<file path="config.mk">
export PLATFORM = sky130hd
export DESIGN_NAME = cal_alarm_cmp
export DESIGN_NICKNAME = d
export VERILOG_FILES = /design/src/rtl/cal_alarm_pkg.sv /design/src/rtl/cal_field_match.sv /design/src/rtl/cal_alarm_flag.sv /design/src/rtl/cal_alarm_cmp.sv
export SDC_FILE = /design/constraint.sdc
export NUM_CORES = 1
export LEC_CHECK = 0
export BUFFER_PORTS_ARGS = -buffer_cell sky130_fd_sc_hd__buf_2
export CAP_MARGIN = 0
export CORE_ASPECT_RATIO = 0.8
export CORE_MARGIN = 3
export CORE_UTILIZATION = 32
export CTS_BUF_LIST = sky130_fd_sc_hd__clkbuf_8
export CTS_CLUSTER_DIAMETER = 150
export DETAILED_ROUTE_END_ITERATION = 16
export PLACE_DENSITY = 0.79
export SLEW_MARGIN = 20
export SYNTH_ARGS = -nofsm -noshare
export SYNTH_HDL_FRONTEND = slang
export SYNTH_SLANG_ARGS = --single-unit
</file>
<file path="constraint.sdc">
create_clock -name clk -period 1.2 [get_ports clk]
set_input_delay 0.24 -clock clk [delete_from_list [all_inputs] [get_ports clk]]
set_output_delay 0.24 -clock clk [all_outputs]
set_load 0.02 [all_outputs]
</file>
<file path="src/rtl/cal_alarm_pkg.sv">
package cal_alarm_pkg;
  localparam int NFIELD = 6;
  localparam int WORD_W = 32;
  localparam int SEL_W  = 3;

  typedef int fw_t [NFIELD];
  // widths from least significant field upward: sec, min, hour, day, month, year
  localparam fw_t FIELD_W = '{6, 6, 5, 5, 4, 6};

  function automatic int field_lsb(input int k);
    int s;
    s = 0;
    for (int i = 0; i < k; i++) s += FIELD_W[i];
    return s;
  endfunction
endpackage

</file>
<file path="src/rtl/cal_field_match.sv">
module cal_field_match
  import cal_alarm_pkg::*;
(
  input  logic [WORD_W-1:0] now_word,
  input  logic [WORD_W-1:0] alarm_word,
  input  logic [SEL_W-1:0]  sel,
  output logic              hit
);
  logic [NFIELD-1:0] eq;
  logic [NFIELD-1:0] used;

  for (genvar k = 0; k < NFIELD; k++) begin : g_fld
    localparam int LSB = field_lsb(k);
    localparam int W   = FIELD_W[k];
    assign eq[k]   = (now_word[LSB +: W] == alarm_word[LSB +: W]);
    assign used[k] = (sel > SEL_W'(k)) && (sel <= SEL_W'(NFIELD));
  end

  assign hit = (|used) && (&(eq | ~used));
endmodule

</file>
<file path="src/rtl/cal_alarm_flag.sv">
module cal_alarm_flag (
  input  logic clk,
  input  logic rst,
  input  logic tick,
  input  logic hit,
  input  logic clr,
  output logic flag
);
  logic prev_q;
  logic flag_q;
  logic set_now;

  assign set_now = tick && hit && !prev_q;

  always_ff @(posedge clk) begin
    if (rst) begin
      prev_q <= 1'b0;
      flag_q <= 1'b0;
    end else begin
      if (tick) prev_q <= hit;
      flag_q <= set_now || (flag_q && !clr);
    end
  end

  assign flag = flag_q;


  tick_only_chk: assert property (@(posedge clk) disable iff (rst)
    $rose(flag_q) |-> $past(tick));


  sticky_hold_chk: assert property (@(posedge clk) disable iff (rst)
    $fell(flag_q) |-> $past(clr));


  single_set_chk: assert property (@(posedge clk) disable iff (rst)
    (tick && prev_q && !flag_q) |=> !flag_q);


  set_wins_chk: assert property (@(posedge clk) disable iff (rst)
    (tick && hit && !prev_q && clr) |=> flag_q);
endmodule

</file>
<file path="src/rtl/cal_alarm_cmp.sv">
module cal_alarm_cmp
  import cal_alarm_pkg::*;
#(
  parameter int N_ALARM = 2
) (
  input  logic                       clk,
  input  logic                       rst,
  input  logic                       cnt_tick,
  input  logic [WORD_W-1:0]          now_word,
  input  logic [WORD_W*N_ALARM-1:0]  alarm_words,
  input  logic [SEL_W*N_ALARM-1:0]   alarm_sel,
  input  logic [N_ALARM-1:0]         flag_clr,
  output logic [N_ALARM-1:0]         alarm_flag
);
  for (genvar i = 0; i < N_ALARM; i++) begin : g_ch
    logic             hit;
    logic [SEL_W-1:0] sel;
    assign sel = alarm_sel[SEL_W*i +: SEL_W];

    cal_field_match u_match (
      .now_word   (now_word),
      .alarm_word (alarm_words[WORD_W*i +: WORD_W]),
      .sel        (sel),
      .hit        (hit)
    );

    cal_alarm_flag u_flag (
      .clk  (clk),
      .rst  (rst),
      .tick (cnt_tick),
      .hit  (hit),
      .clr  (flag_clr[i]),
      .flag (alarm_flag[i])
    );


    disabled_chk: assert property (@(posedge clk) disable iff (rst)
      (cnt_tick && (sel == '0 || sel == '1) && !alarm_flag[i]) |=> !alarm_flag[i]);
  end
endmodule

</file>
# Word level (Yosys, flattened, before mapping)
# Cells that the tools add are included.
dict set report op_classes {
  magnitude_cmp 14
  n_eq_ne 12
  reduce_logical 30
  n_bitwise 4
}
# op count
set ops {}
lappend ops {{6-bit equality test} 6}
lappend ops {{5-bit equality test} 4}
lappend ops {{1-bit logical AND} 20}
lappend ops {{3-bit by 1-bit greater-than comparator with 1-bit output, second input constant} 4}
lappend ops {{3-bit by 2-bit greater-than comparator with 1-bit output, second input constant} 4}
lappend ops {{3-bit greater-than comparator, second input constant} 4}
lappend ops {{6-bit inverter} 2}
lappend ops {{6-bit bitwise OR} 2}
lappend ops {{6-bit AND reduction} 2}
lappend ops {{6-bit OR reduction} 2}
lappend ops {{4-bit equality test} 2}
lappend ops {{3-bit <= comparator, second input constant} 2}
lappend ops {{1-bit logical NOT} 4}
lappend ops {{1-bit logical OR} 2}
dict set report word_totals {
  output_inout_bits 2
  regBits 4
  elab_cells 64
  input_bits 107
}

# Depth between registers and ports, before layout
dict set report logic_depth {
  depth_word 9
  ltp_mapped 5
}

# Hierarchy
# Synthesis repeated with hierarchy kept, for this count alone.
dict set report hier_totals {
  hier_cells 120
  area_unflattened_um2 1046.0
}
# mod seq_area_each_um2 cells_per_inst area_each_um2 instances
set modules_own_cells {}
lappend modules_own_cells {cal_field_match 0.0 53 450.4 2}
lappend modules_own_cells {cal_alarm_flag 40.0 7 72.6 2}

# Worst setup path after synthesis
# OpenSTA, ideal clock, no wires.
dict set report synth_path {
  path_type {input to register}
  startpoint {input port now_word[16]}
  endpoint {register g_ch[1].u_flag.flag_q}
  path_stages 5
  setup_ps 84
  required_ps 1116
  setup_slack_ps 58
  arrival_ps 1058
  path_cell_list {xnor2_1 > nand3_1 > o32ai_2 > nand4_1 > o31ai_2}
}
dict set report synth_via {
  elab_chain_cells 7
}
# item line
set synth_rtl {}
lappend synth_rtl {{start: declaration} cal_alarm_cmp.sv:9} ;# input logic [WORD_W-1:0] now_word,
lappend synth_rtl {{5-bit equality test} cal_field_match.sv:15} ;# assign eq[k] = (now_word[LSB +: W] == alarm_word[LSB +: W]);
lappend synth_rtl {{6-bit bitwise OR} cal_field_match.sv:19} ;# assign hit = (|used) && (&(eq | ~used));
lappend synth_rtl {{6-bit AND reduction} cal_field_match.sv:19}
lappend synth_rtl {{1-bit logical AND} cal_field_match.sv:19}
lappend synth_rtl {{1-bit logical AND (2 in series)} cal_alarm_flag.sv:13} ;# assign set_now = tick && hit && !prev_q;
lappend synth_rtl {{1-bit logical OR} cal_alarm_flag.sv:21} ;# flag_q <= set_now || (flag_q && !clr);
lappend synth_rtl {{end signal: assignment} cal_alarm_flag.sv:21}
lappend synth_rtl {{end: declaration} cal_alarm_flag.sv:10} ;# logic flag_q;
# Every way passes these cells.
# A chain may end at the register's enable or synchronous reset.

# Worst setup path in the final report
dict set report layout_path {
  startpoint {input port now_word[5]}
  endpoint {register g_ch[0].u_flag.flag_q}
}
dict set report layout_via {
  elab_chain_cells 7
}
# item line
set layout_rtl {}
lappend layout_rtl {{6-bit equality test} cal_field_match.sv:15}
lappend layout_rtl {{6-bit bitwise OR} cal_field_match.sv:19}
lappend layout_rtl {{6-bit AND reduction} cal_field_match.sv:19}
lappend layout_rtl {{1-bit logical AND} cal_field_match.sv:19}
lappend layout_rtl {{1-bit logical AND (2 in series)} cal_alarm_flag.sv:13}
lappend layout_rtl {{1-bit logical OR} cal_alarm_flag.sv:21}
lappend layout_rtl {{end signal: assignment} cal_alarm_flag.sv:21}
lappend layout_rtl {{end: declaration} cal_alarm_flag.sv:10}
# Every way passes these cells.

==> results.yml <==
sta:
  drv_slew: 0
  fin_ws_ps: 63.17
  fin_crit_sh_pct: 94.74
  timing.setup.tns_ps: 0
  worstMarginPinSlew_ps: 281.5
  fmax_ghz: 0.8796
  final-hold-violation-count: 0
  fin_worst_skew_ps: 0.08175
  max_slew_margin_pct: 80.99
  period_minus_slack_ps: 1137
  finalSetupViolations: 0
global_routing:
  grt_max_degree: 5
  grt_first_pass_wirelength_um: 5195
  grt_usage_pct: 17.38
  grt_pass1_vias: 1327
  gr-total-overflow: 0
  antenna_found_initial: 0
logic_synthesis:
  netlist_instances: 125
  syn_area_sq_um: 987.2
  syn_nets: 232
  yosysTopAreaCell: "xnor2_1"
  ys_ff_latch: 4
  synth_edf_count: 0
  synth_top_area_share_pct: 45.25
  avgSynthCellArea_sq_um: 7.898
  ys.flop_type: "dfxtp_1"
  synthArstFlopShare_pct: 0
  yosysSeqAreaShare_pct: 8.112
  ys_types: 25
  synthTopCellsByArea: "xnor2_1 (45%), xor2_1 (12%), dfxtp_1 (8.1%), nand4_1 (5.1%), nand2_1 (3.8%)"
  ys.warnings.count: 0
routing:
  via_per_inst: 4.575
  drt_pass1_iterations: 4
  ant_nets: 0
  drt-total-wl_um: 3253
  vias: 1345
  drtIter0Drc: 30
  drc: 0
  wl_per_cell_um: 11.06
worst_setup_path:
  startpoint_type: "input port"
  worstPathMaxFanout: 2
  crit_arrival_ps: 1290
  max_stage_delay_ps: 180
  crit_path_top_delay_cell: "xnor2_1"
  r2r_start: "g_ch[0].u_flag.prev_q$_SDFFE_PP0P_"
  regToRegSetupSlack_ps: 560
  timing.rr.end: "g_ch[0].u_flag.flag$_SDFF_PP0_"
  critPathKind: "input port to flip-flop"
  crit_chain: "buf_2 > buf_4 > xnor2_1 > nand3_1 > nor3_2 > o2111ai_1 > o21ai_1"
  critPathCaptureType: "flip-flop"
  worst_ep_required_time_ps: 1350
  r2r_cells: 2
floorplan:
  die_w_um: 68.10
  start_util_pct: 34.64
  die_y_um: 55.68
  rows: 17
  io_pins: 109
  core_sq_mm: 0.002850
  die_area_sq_mm: 0.003792
layout:
  insertedDiodeCount: 0
  n_fill_cell: 265
  drive_gt1_share_pct: 54.69
  most-common-layout-cells: "buf_2 (108), xnor2_1 (50), buf_4 (22)"
  nNetsFinal: 365
  final_common_cell: "buf_2"
  syn_to_final_growth_pct: 81.11
hold_path:
  min_to: "g_ch[0].u_flag.flag$_SDFF_PP0_"
  hp-class: "input port to flip-flop"
  hold_depth: 4
  hold_start: "flag_clr[0]"
clocking:
  htree_levels: 1
  path_clk_slew_ps: 30
  clkLatencyLatePin_ps: 220
  cts_tree: "yes"
  post_cts_buffers: 0
  cts.path.max_buffers: 2
  ctsRootBufferMaster: "clkbuf_8"
  numCtsBuffers: 3
  cts-hold-fix-buffers: 0
  clock_sinks: 4
run:
  drv_cap: 0
place:
  gp_congestion: 0.7446
  post-place-ws_ps: -285.8
  numPortBuffers: 108
  hpwlAfterDp_um: 3014
pwr:
  finalPower_mw: 0.9760
  p_per_area_mw_per_mm2: 545.9
  p_leak_nw: 0.8396
  vdd_drop_max_mv: 0.2115
status:
  outcome: "finished clean"
-- logic make-up (layout without fill, tap and decap cells) --
kind of cell | count (synthesis) | after routing | share of synthesized area [%]
flip-flops | 4 | 4 | 8.112
AND/OR/NAND/NOR | 36 | 36 | 18.00
XOR/XNOR | 65 | 65 | 57.67
AO/OA/AOI/OAI | 18 | 18 | 14.70
buffers and inverters | 2 | 133 | 1.520
-- critical path, delay by kind of cell --
kind / cells / cell delay (ps)
AO/OA/AOI/OAI: 2 / 330
XOR/XNOR: 1 / 180
buffers and inverters: 2 / 240
AND/OR/NAND/NOR: 2 / 300
-- repair_timing --
item,CTS,global route
gates resized for setup,1,2
setup endpoints to repair,2,2
pin swaps,1,2
cloned,0,0
-- Yosys cell counts, types with 2 or more instances --
cell,number
nor3_1,2
dfxtp_1,4
buf_4,2
o21ai_0,3
nand3_1,5
o32ai_1,2
xnor2_1,51
a41oi_1,2
o21ai_1,2
o21bai_1,2
nand2_1,10
nand4_1,8
xor2_1,14
nor2_1,7
-- stage by stage --
step	instance area, sq um	utilization (%)	hold slack, ps	cells
floorplan	987.2	-	402.8	125
global placement	1725	60.54	436.8	291
detailed placement	1725	60.54	451.7	291
CTS	1773	62.20	289.0	294
global route	1788	62.73	295.2	294
finish	1788	62.73	287.5	294
-- sequential cells by signal, indices dropped and copies added (netlist names) --
| signal | cells |
|---|---|
| g_ch.u_flag.prev_q | 2 |
| g_ch.u_flag.flag | 2 |
-- area by class of cell --
| type | instances | area [sq um] | share of cell area [%] |
|---|---|---|---|
| clock buffer | 3 | 41.29 | 2.309 |
| tap | 38 | 47.55 | 2.659 |
| multi-input combinational | 119 | 913.4 | 51.08 |
| timing repair buffer | 130 | 705.7 | 39.47 |
| sequential | 4 | 80.08 | 4.479 |
-- where the power goes --
part           internal, mW  total (mW)  switching [mW]
Combinational         0.331       0.552           0.221
Sequential            0.134       0.134       0.0000414
Clock                 0.214       0.290          0.0755
Total                 0.680       0.976           0.296
-- routing by layer --
metal | vias to the layer above | track usage [%] | routed length (um) | part of all wire [%]
met2 | 61 | 29.53 | 1615 | 50
met4 | 0 | 4.249 | 27 | 0.83
li1 | 699 | - | - | -
met3 | 5 | 5.051 | 338 | 10
met5 | - | 0 | 0 | 0
met1 | 580 | 20.99 | 1272 | 39
-- worst max path at each step --
stage / depth (start not counted) / endpoint / start / slack (ps)
after floorplan: 5 / g_ch[1].u_flag.flag$_SDFF_PP0_ / now_word[16] / 60
after global placement: 7 / g_ch[0].u_flag.flag$_SDFF_PP0_ / alarm_words[22] / -260
after detailed placement: 7 / g_ch[0].u_flag.flag$_SDFF_PP0_ / now_word[22] / -290
after CTS: 6 / g_ch[1].u_flag.flag$_SDFF_PP0_ / now_word[10] / 0.1
after global routing: 6 / g_ch[1].u_flag.flag$_SDFF_PP0_ / now_word[15] / -3
final: 7 / g_ch[0].u_flag.flag$_SDFF_PP0_ / now_word[5] / 60
Note: power is estimated with default switching activity, not from simulation.
